$ cat src/rtl/fill_strip.sv
module fill_strip (
  input  logic       clk,
  input  logic       rst_n,
  input  logic       char_en,
  input  logic [1:0] ratio_sel,
  input  logic       err_clr,
  input  logic [9:0] lane_r,
  input  logic [9:0] lane_g,
  input  logic [9:0] lane_b,
  output logic [9:0] pix_r,
  output logic [9:0] pix_g,
  output logic [9:0] pix_b,
  output logic       pix_valid,
  output logic       stuff_err
);
  localparam int LN = 3;
  localparam int CW = 10;
  localparam logic [CW-1:0] FILL = 10'b0001111010;
  localparam logic [CW-1:0] K0 = 10'b1101010100;
  localparam logic [CW-1:0] K1 = 10'b0010101011;
  localparam logic [CW-1:0] K2 = 10'b0101010100;
  localparam logic [CW-1:0] K3 = 10'b1010101011;

  function automatic logic is_k(input logic [CW-1:0] c);
    return (c == K0) || (c == K1) || (c == K2) || (c == K3);
  endfunction

  function automatic logic [1:0] slot_last(input logic [1:0] m);
    case (m)
      2'b00:   return 2'd0;
      2'b01:   return 2'd1;
      default: return 2'd3;
    endcase
  endfunction

  logic [CW-1:0] raw [LN];
  logic [CW-1:0] dly [LN];
  logic [CW-1:0] al  [LN];
  logic [LN-1:0] r_k, r_act, a_k, a_fill, a_act;
  logic [LN-1:0] sel_q, sel_new, sel;
  logic          raw_arm, al_arm, lock_q, trig, realign, live, bad;
  logic [1:0]    pos_q, pos, ratio_q, ratio_eff;

  assign raw[0] = lane_r;
  assign raw[1] = lane_g;
  assign raw[2] = lane_b;

  always_comb begin
    for (int i = 0; i < LN; i++) begin
      r_k[i]   = is_k(raw[i]);
      r_act[i] = !r_k[i] && (raw[i] != FILL);
    end
  end

  assign trig    = raw_arm && |r_act;
  assign sel_new = r_act & {LN{~&r_act}};
  assign sel     = trig ? sel_new : sel_q;

  always_comb begin
    for (int i = 0; i < LN; i++) begin
      al[i]     = sel[i] ? dly[i] : raw[i];
      a_k[i]    = is_k(al[i]);
      a_fill[i] = (al[i] == FILL);
      a_act[i]  = !a_k[i] && !a_fill[i];
    end
  end

  assign realign   = al_arm && |a_act;
  assign pos       = realign ? 2'd0 : pos_q;
  assign ratio_eff = realign ? ratio_sel : ratio_q;
  assign live      = lock_q || realign;
  assign bad       = (pos == 2'd0) ? |a_fill : ~&a_fill;

  always_ff @(posedge clk or negedge rst_n) begin
    if (!rst_n) begin
      for (int i = 0; i < LN; i++) dly[i] <= '0;
      sel_q   <= '0;
      raw_arm <= 1'b0;
      al_arm  <= 1'b0;
      lock_q  <= 1'b0;
      pos_q   <= 2'd0;
      ratio_q <= 2'd0;
    end else if (char_en) begin
      for (int i = 0; i < LN; i++) dly[i] <= raw[i];
      sel_q <= sel;
      if (trig)                     raw_arm <= 1'b0;
      else if (!(|r_act) && |r_k)   raw_arm <= 1'b1;
      if (realign)                  al_arm <= 1'b0;
      else if (!(|a_act) && |a_k)   al_arm <= 1'b1;
      lock_q  <= live;
      ratio_q <= ratio_eff;
      pos_q   <= (pos == slot_last(ratio_eff)) ? 2'd0 : pos + 2'd1;
    end
  end

  always_ff @(posedge clk or negedge rst_n) begin
    if (!rst_n) begin
      pix_valid <= 1'b0;
      pix_r     <= '0;
      pix_g     <= '0;
      pix_b     <= '0;
    end else begin
      pix_valid <= char_en && live && (pos == 2'd0);
      if (char_en && live && (pos == 2'd0)) begin
        pix_r <= al[0];
        pix_g <= al[1];
        pix_b <= al[2];
      end
    end
  end

  always_ff @(posedge clk or negedge rst_n) begin
    if (!rst_n)                        stuff_err <= 1'b0;
    else if (char_en && live && bad)   stuff_err <= 1'b1;
    else if (err_clr)                  stuff_err <= 1'b0;
  end
endmodule


$ cat config.mk
export PLATFORM = sky130hd
export DESIGN_NAME = fill_strip
export DESIGN_NICKNAME = d
export VERILOG_FILES = /design/src/rtl/fill_strip.sv
export SDC_FILE = /design/constraint.sdc
export NUM_CORES = 1
export LEC_CHECK = 0
export ABC_AREA = 0
export BUFFER_PORTS_ARGS = -buffer_cell sky130_fd_sc_hd__buf_2
export CAP_MARGIN = 20
export CORE_MARGIN = 4
export CORE_UTILIZATION = 32
export CTS_BUF_LIST = sky130_fd_sc_hd__clkbuf_2
export CTS_CLUSTER_SIZE = 24
export DETAILED_ROUTE_END_ITERATION = 16
export HOLD_SLACK_MARGIN = 0.15
export PLACE_DENSITY_LB_ADDON = 0.12
export SETUP_SLACK_MARGIN = 0.3
export SLEW_MARGIN = 20
export SYNTH_ARGS = -nofsm -noshare
export SYNTH_HDL_FRONTEND = slang
export SYNTH_SLANG_ARGS = --single-unit
$ cat constraint.sdc
create_clock -name clk -period 7.1 [get_ports clk]
set_input_delay 1.065 -clock clk [delete_from_list [all_inputs] [get_ports clk]]
set_output_delay 1.065 -clock clk [all_outputs]
set_load 0.05 [all_outputs]
Word-level counts from Yosys, hierarchy flattened. Cells that the tools add are included.

$add $sub $neg: 1. Eq/ne operators: 32. Muxes and demuxes: 16. Bitwise logic cells: 1. Reductions and logical operators: 59.

Operators with widths (number): equality test 10 bit, second input constant (12); equality test 10 x 8 -> 1 bit, second input constant (6); equality test 10 x 9 -> 1 bit, second input constant (6); equality test 10 x 7 -> 1 bit, second input constant (3); 2-to-1 mux 10 bit (3); inequality test 10 x 7 -> 1 bit, second input constant (3); logical OR 1 bit (19); OR reduction 3 bit (5); logical AND 1 bit (13); zero test 1 bit (13); 2-to-1 mux 2 bit (4); 2-to-1 mux 1 bit (7); AND reduction 3 bit (2); nonzero test 2 bit (3); zero test 2 bit (2); case mux 2 bit (2 select lines) (1); AND reduction 2 bit (2); bitwise AND 3 bit (1); 2-to-1 mux 3 bit (1); adder 2 x 1 -> 2 bit, second input constant (1); equality test 2 x 1 -> 1 bit, second input constant (1); equality test 2 bit (1).

Register bits: 72. Word-level logic and storage cells: 123.

Longest topological paths before layout.
Depth after elaboration: 25. Depth in mapped cells: 13. Mapped depth without buffers: 13.

Worst setup path after synthesis. OpenSTA, ideal clock, no wires.

Path kind: input to register. Start: input lane_b[0]. End: register pix_b[7]. Library setup time: 0.125 ns. Arrival: 3.338 ns. Required time: 6.975 ns. Slack: 3.637 ns. Stages: 13. Path buffers: 1. Cells stage by stage: and4bb_2 -> nand4b_1 -> nand3_1 -> nor2_1 -> o22ai_2 -> mux2_4 -> nand2_1 -> nand2_1 -> nand2_1 -> ha_1 -> o211ai_4 -> buf_6 -> mux2_4.

Word-level cells in the longest chain between the ends: 22. Elaborated cells between the ends (all ways): 59. Those cells by class: eq/ne (20); mux (5); bitwise (1); reduce/logical (33).

Ends and longest elaborated chain: start: declaration (line 9) `input logic [9:0] lane_b,`; equality test 10 bit / equality test 10 x 8 -> 1 bit (equally long branches) (line 25) `return (c == K0) || (c == K1) || (c == K2) || (c == K3);`; logical OR 1 bit (3 in series) (line 25); zero test 1 bit (line 51) `r_act[i] = !r_k[i] && (raw[i] != FILL);`; logical AND 1 bit (line 51); AND reduction 3 bit (line 56) `assign sel_new = r_act & {LN{~&r_act}};`; zero test 1 bit (line 56); bitwise AND 3 bit (line 56); 2-to-1 mux 3 bit (line 57) `assign sel = trig ? sel_new : sel_q;`; (+2 left out); logical OR 1 bit (3 in series) (line 25); zero test 1 bit (line 64) `a_act[i] = !a_k[i] && !a_fill[i];`; logical AND 1 bit (line 64); OR reduction 3 bit (line 68) `assign realign = al_arm && |a_act;`; logical AND 1 bit (line 68); 2-to-1 mux 2 bit / logical OR 1 bit (equally long branches) (line 69, 71); zero test 2 bit / logical AND 1 bit (equally long branches) (line 104) `if (char_en && live && (pos == 2'd0)) begin`; logical AND 1 bit (line 104); end signal: assignment (line 107) `pix_b <= al[2];`; end: declaration (line 12) `output logic [9:0] pix_b,`.

Several ways; a longest one is shown, not always the timed one. A chain may end at the register's enable or synchronous reset.

Worst setup path in the final report.
Start: input lane_b[4]. End: register pix_b[6].

Same word-level chain as after synthesis.

==> impl_metrics.yaml <==
placement:
  dpl.hpwl_mm: 6.21
  place_congestion: 0.763
  io_buffers: 67
  dp_cells: 550
  dp_slack_ps: 2370
timing:
  setup_viol: 0
  slew_viol_final: 0
  rsz0062_at_grt: "no"
  fin_skew_ps: 24.9
  finalWorstSetupSlack_ps: 2970
  final.setup.tns_ps: 0
  period_share_pct: 58.1
  timing.hold.ws_ps: 534
  relSlewSlack_pct: 33.6
  period_minus_slack_ps: 4130
  max_freq_ghz: 0.242
  hold_violations: 0
  tightest_slew_ps: 996
global_route:
  grt_max_degree: 73
  grt_pass1_vias: 2861
  grt_overflow: 0
  antenna_found_initial: 0
  grt_pass1_wl_mm: 15.2
  grt_usage_pct: 13.3
yosys:
  synthTopCellsByCount: "dfrtp_1, mux2_2, mux2_4"
  synth_top_area_share_pct: 45.3
  synth_area_leaders: "dfrtp_1, mux2_2, mux2_4, nand2_1, nor2_1"
  syn_area_sq_um: 3980
  synth-seq-area-share_pct: 45.3
  ys_warn_count: 0
  synthFlopType: "dfrtp_1"
  yosys.area.top_type: "dfrtp_1"
  synth.most_common_cell: "dfrtp_1"
  ys_seq_elements: 72
  avgSynthCellArea_sq_um: 12.2
  ys_types: 52
  syn_nets: 362
  synth_edf_count: 0
  ys_async_sr_fraction_pct: 100
  syn_inst: 325
clock_tree:
  cts_max_level: 3
  cts_sinks: 72
  cts_made_buffers: 9
  clock-root-buffer: "clkbuf_2"
  cts_setup_buffers: 0
  ctsResizeCount: 0
  clk-insertion-delay-late_ps: 500
  postCtsHoldBufs: 0
  cts_tree: "yes"
  clk_pin_slew_worst_paths_ps: 210
  clockBufferDepth: 2
layout:
  utilization_pct: 37.7
  syn_to_final_growth_pct: 14.8
  drive_gt1_share_pct: 47.2
  antennaDiodeCount: 0
  nFillCells: 1217
  fin_nets: 430
  stdcell_count: 566
setup_path:
  cp-start-kind: "input port"
  worst_setup_path_end_kind: "register"
  critPathKind: "input port to register"
  cp_num_buf_inv: 2
  crit_fanout: 31
  crit_path_frequent_cell: "nand2_1"
  cpPeakStageDelay_ps: 670
  required_ps: 7510
  crit_family: "simple AND/OR/NAND/NOR gates"
  crit_slowest_cell: "o22ai_2"
  cp.arrival_ps: 4540
  cp_cell_sequence: "buf_2 > nor4bb_1 > nand3_1 > nand3_1 > nor2_1 > o22ai_2 > mux2_4 > nand2_1 > nand2_1 > nand2_1 > ha_1 > o211ai_4 > buf_4 > mux2_2"
floorplanning:
  ios: 68
  core_area_sq_um: 12100
  initial_core_util_pct: 32.9
  dieArea_sq_um: 14300
  die_h_um: 120
  die_x_um: 120
  rows: 40
detailed_routing:
  drt_iter0_drc: 134
  wirelength_mm: 9.05
  wl_met3_um: 409
  wl_met2_mm: 4.28
  drt_first_pass_iters: 4
  via_count: 2734
  route.detailed.drc: 0
  top_layer_used: "met4"
  viasPerCell: 4.83
  wl_met1_mm: 4.23
  wl_per_cell_um: 16.0
  antenna_left: 0
worst_hold_path:
  hold_class: "register to register"
status:
  status: "complete, no violations"
power_and_ir_drop:
  powerDensity_nw_per_um2: 341
  p_leak_nw: 2.17
  max-vdd-ir-drop_v: 0.000173
run:
  cap_violations: 0
## final cells by class
cell class,instances,area [sq um],area share [%]
inverters,8,30.0,0.657
clock inverters,5,47.5,1.04
multi-input cells,234,2080,45.5
flip-flops and latches,72,1800,39.4
well taps,168,210,4.60
clock buffers,11,55.1,1.20
repair buffers,68,345,7.56
## worst paths after layout
path                       slack, ps  depth (start not counted)       from        end
max                             2970                         14  lane_b[4]   pix_b[6]
min                              530                          1   pix_b[5]   pix_b[5]
max reg2reg                     3750                         12    dly[18]   pix_b[6]
min reg2reg                      530                          1   pix_b[5]   pix_b[5]
max in group asynchronous       5820                          1      rst_n   pix_g[4]
min in group asynchronous        670                          1      rst_n  pix_valid
## flip-flops by register name, indices dropped and copies added, names as in the netlist
| signal | cells |
|---|---|
| al_arm | 1 |
| pix_valid | 1 |
| dly | 30 |
| raw_arm | 1 |
| pix_r | 10 |
| pix_b | 10 |
| stuff_err | 1 |
| pos_q | 2 |
| sel_q | 3 |
| ratio_q | 2 |
| lock_q | 1 |
| pix_g | 10 |
## logic make-up (layout without fill, tap and decap cells)
family / count (synthesis) / in the layout / synth area share [%]
muxes: 99 / 99 / 30.7
and+or+nand+nor: 98 / 98 / 14.1
DFF: 72 / 72 / 45.3
AOI/OAI and AO/OA: 35 / 35 / 6.98
buffers and inverters: 19 / 92 / 2.48
adders and majority gates: 1 / 1 / 0.314
xor gates and xnor gates: 1 / 1 / 0.220
## per-stage QoR
step                      instance area [sq um]  power, W
after floorplan                            3980   0.00118
after CTS                                  4570   0.00158
after global placement                     4470   0.00134
after detailed placement                   4470   0.00134
final                                      4570   0.00156
after global routing                       4570   0.00164
## layout by cell type, fill, tap and decap left out, drive strengths merged, types with 2 or more instances in the layout
cell type | netlist | layout
or3 | 3 | 3
nand4b | 4 | 4
a31oi | 3 | 3
or2 | 2 | 2
dfrtp | 72 | 72
a21oi | 6 | 6
o21ai | 6 | 6
buf | 11 | 68
inv | 8 | 8
a21o | 3 | 3
clkbuf | 0 | 11
nand3 | 13 | 13
nor2 | 22 | 22
nand2b | 3 | 3
and4bb | 5 | 5
nor3 | 5 | 5
a2bb2oi | 2 | 2
clkinv | 0 | 4
and4 | 2 | 2
o211ai | 2 | 2
a21boi | 2 | 2
nor4bb | 5 | 5
nor4 | 3 | 3
mux2 | 94 | 94
nand4 | 2 | 2
nand2 | 22 | 22
mux2i | 5 | 5
o2bb2ai | 2 | 2
## report_power, final
part	switching (W)	total [W]	internal, W
logic	0.000457	0.000725	0.000268
clock network	0.000150	0.000231	0.0000811
registers	0.0000770	0.000600	0.000523
total	0.000684	0.00156	0.000873
## layer usage
metal | up-vias | global-route usage (%)
li1 | 1339 | -
met1 | 1326 | 17.1
met2 | 60 | 22.1
met3 | 9 | 3.25
met4 | 0 | 3.79
met5 | - | 0
Power figures use the tool's default switching activity.
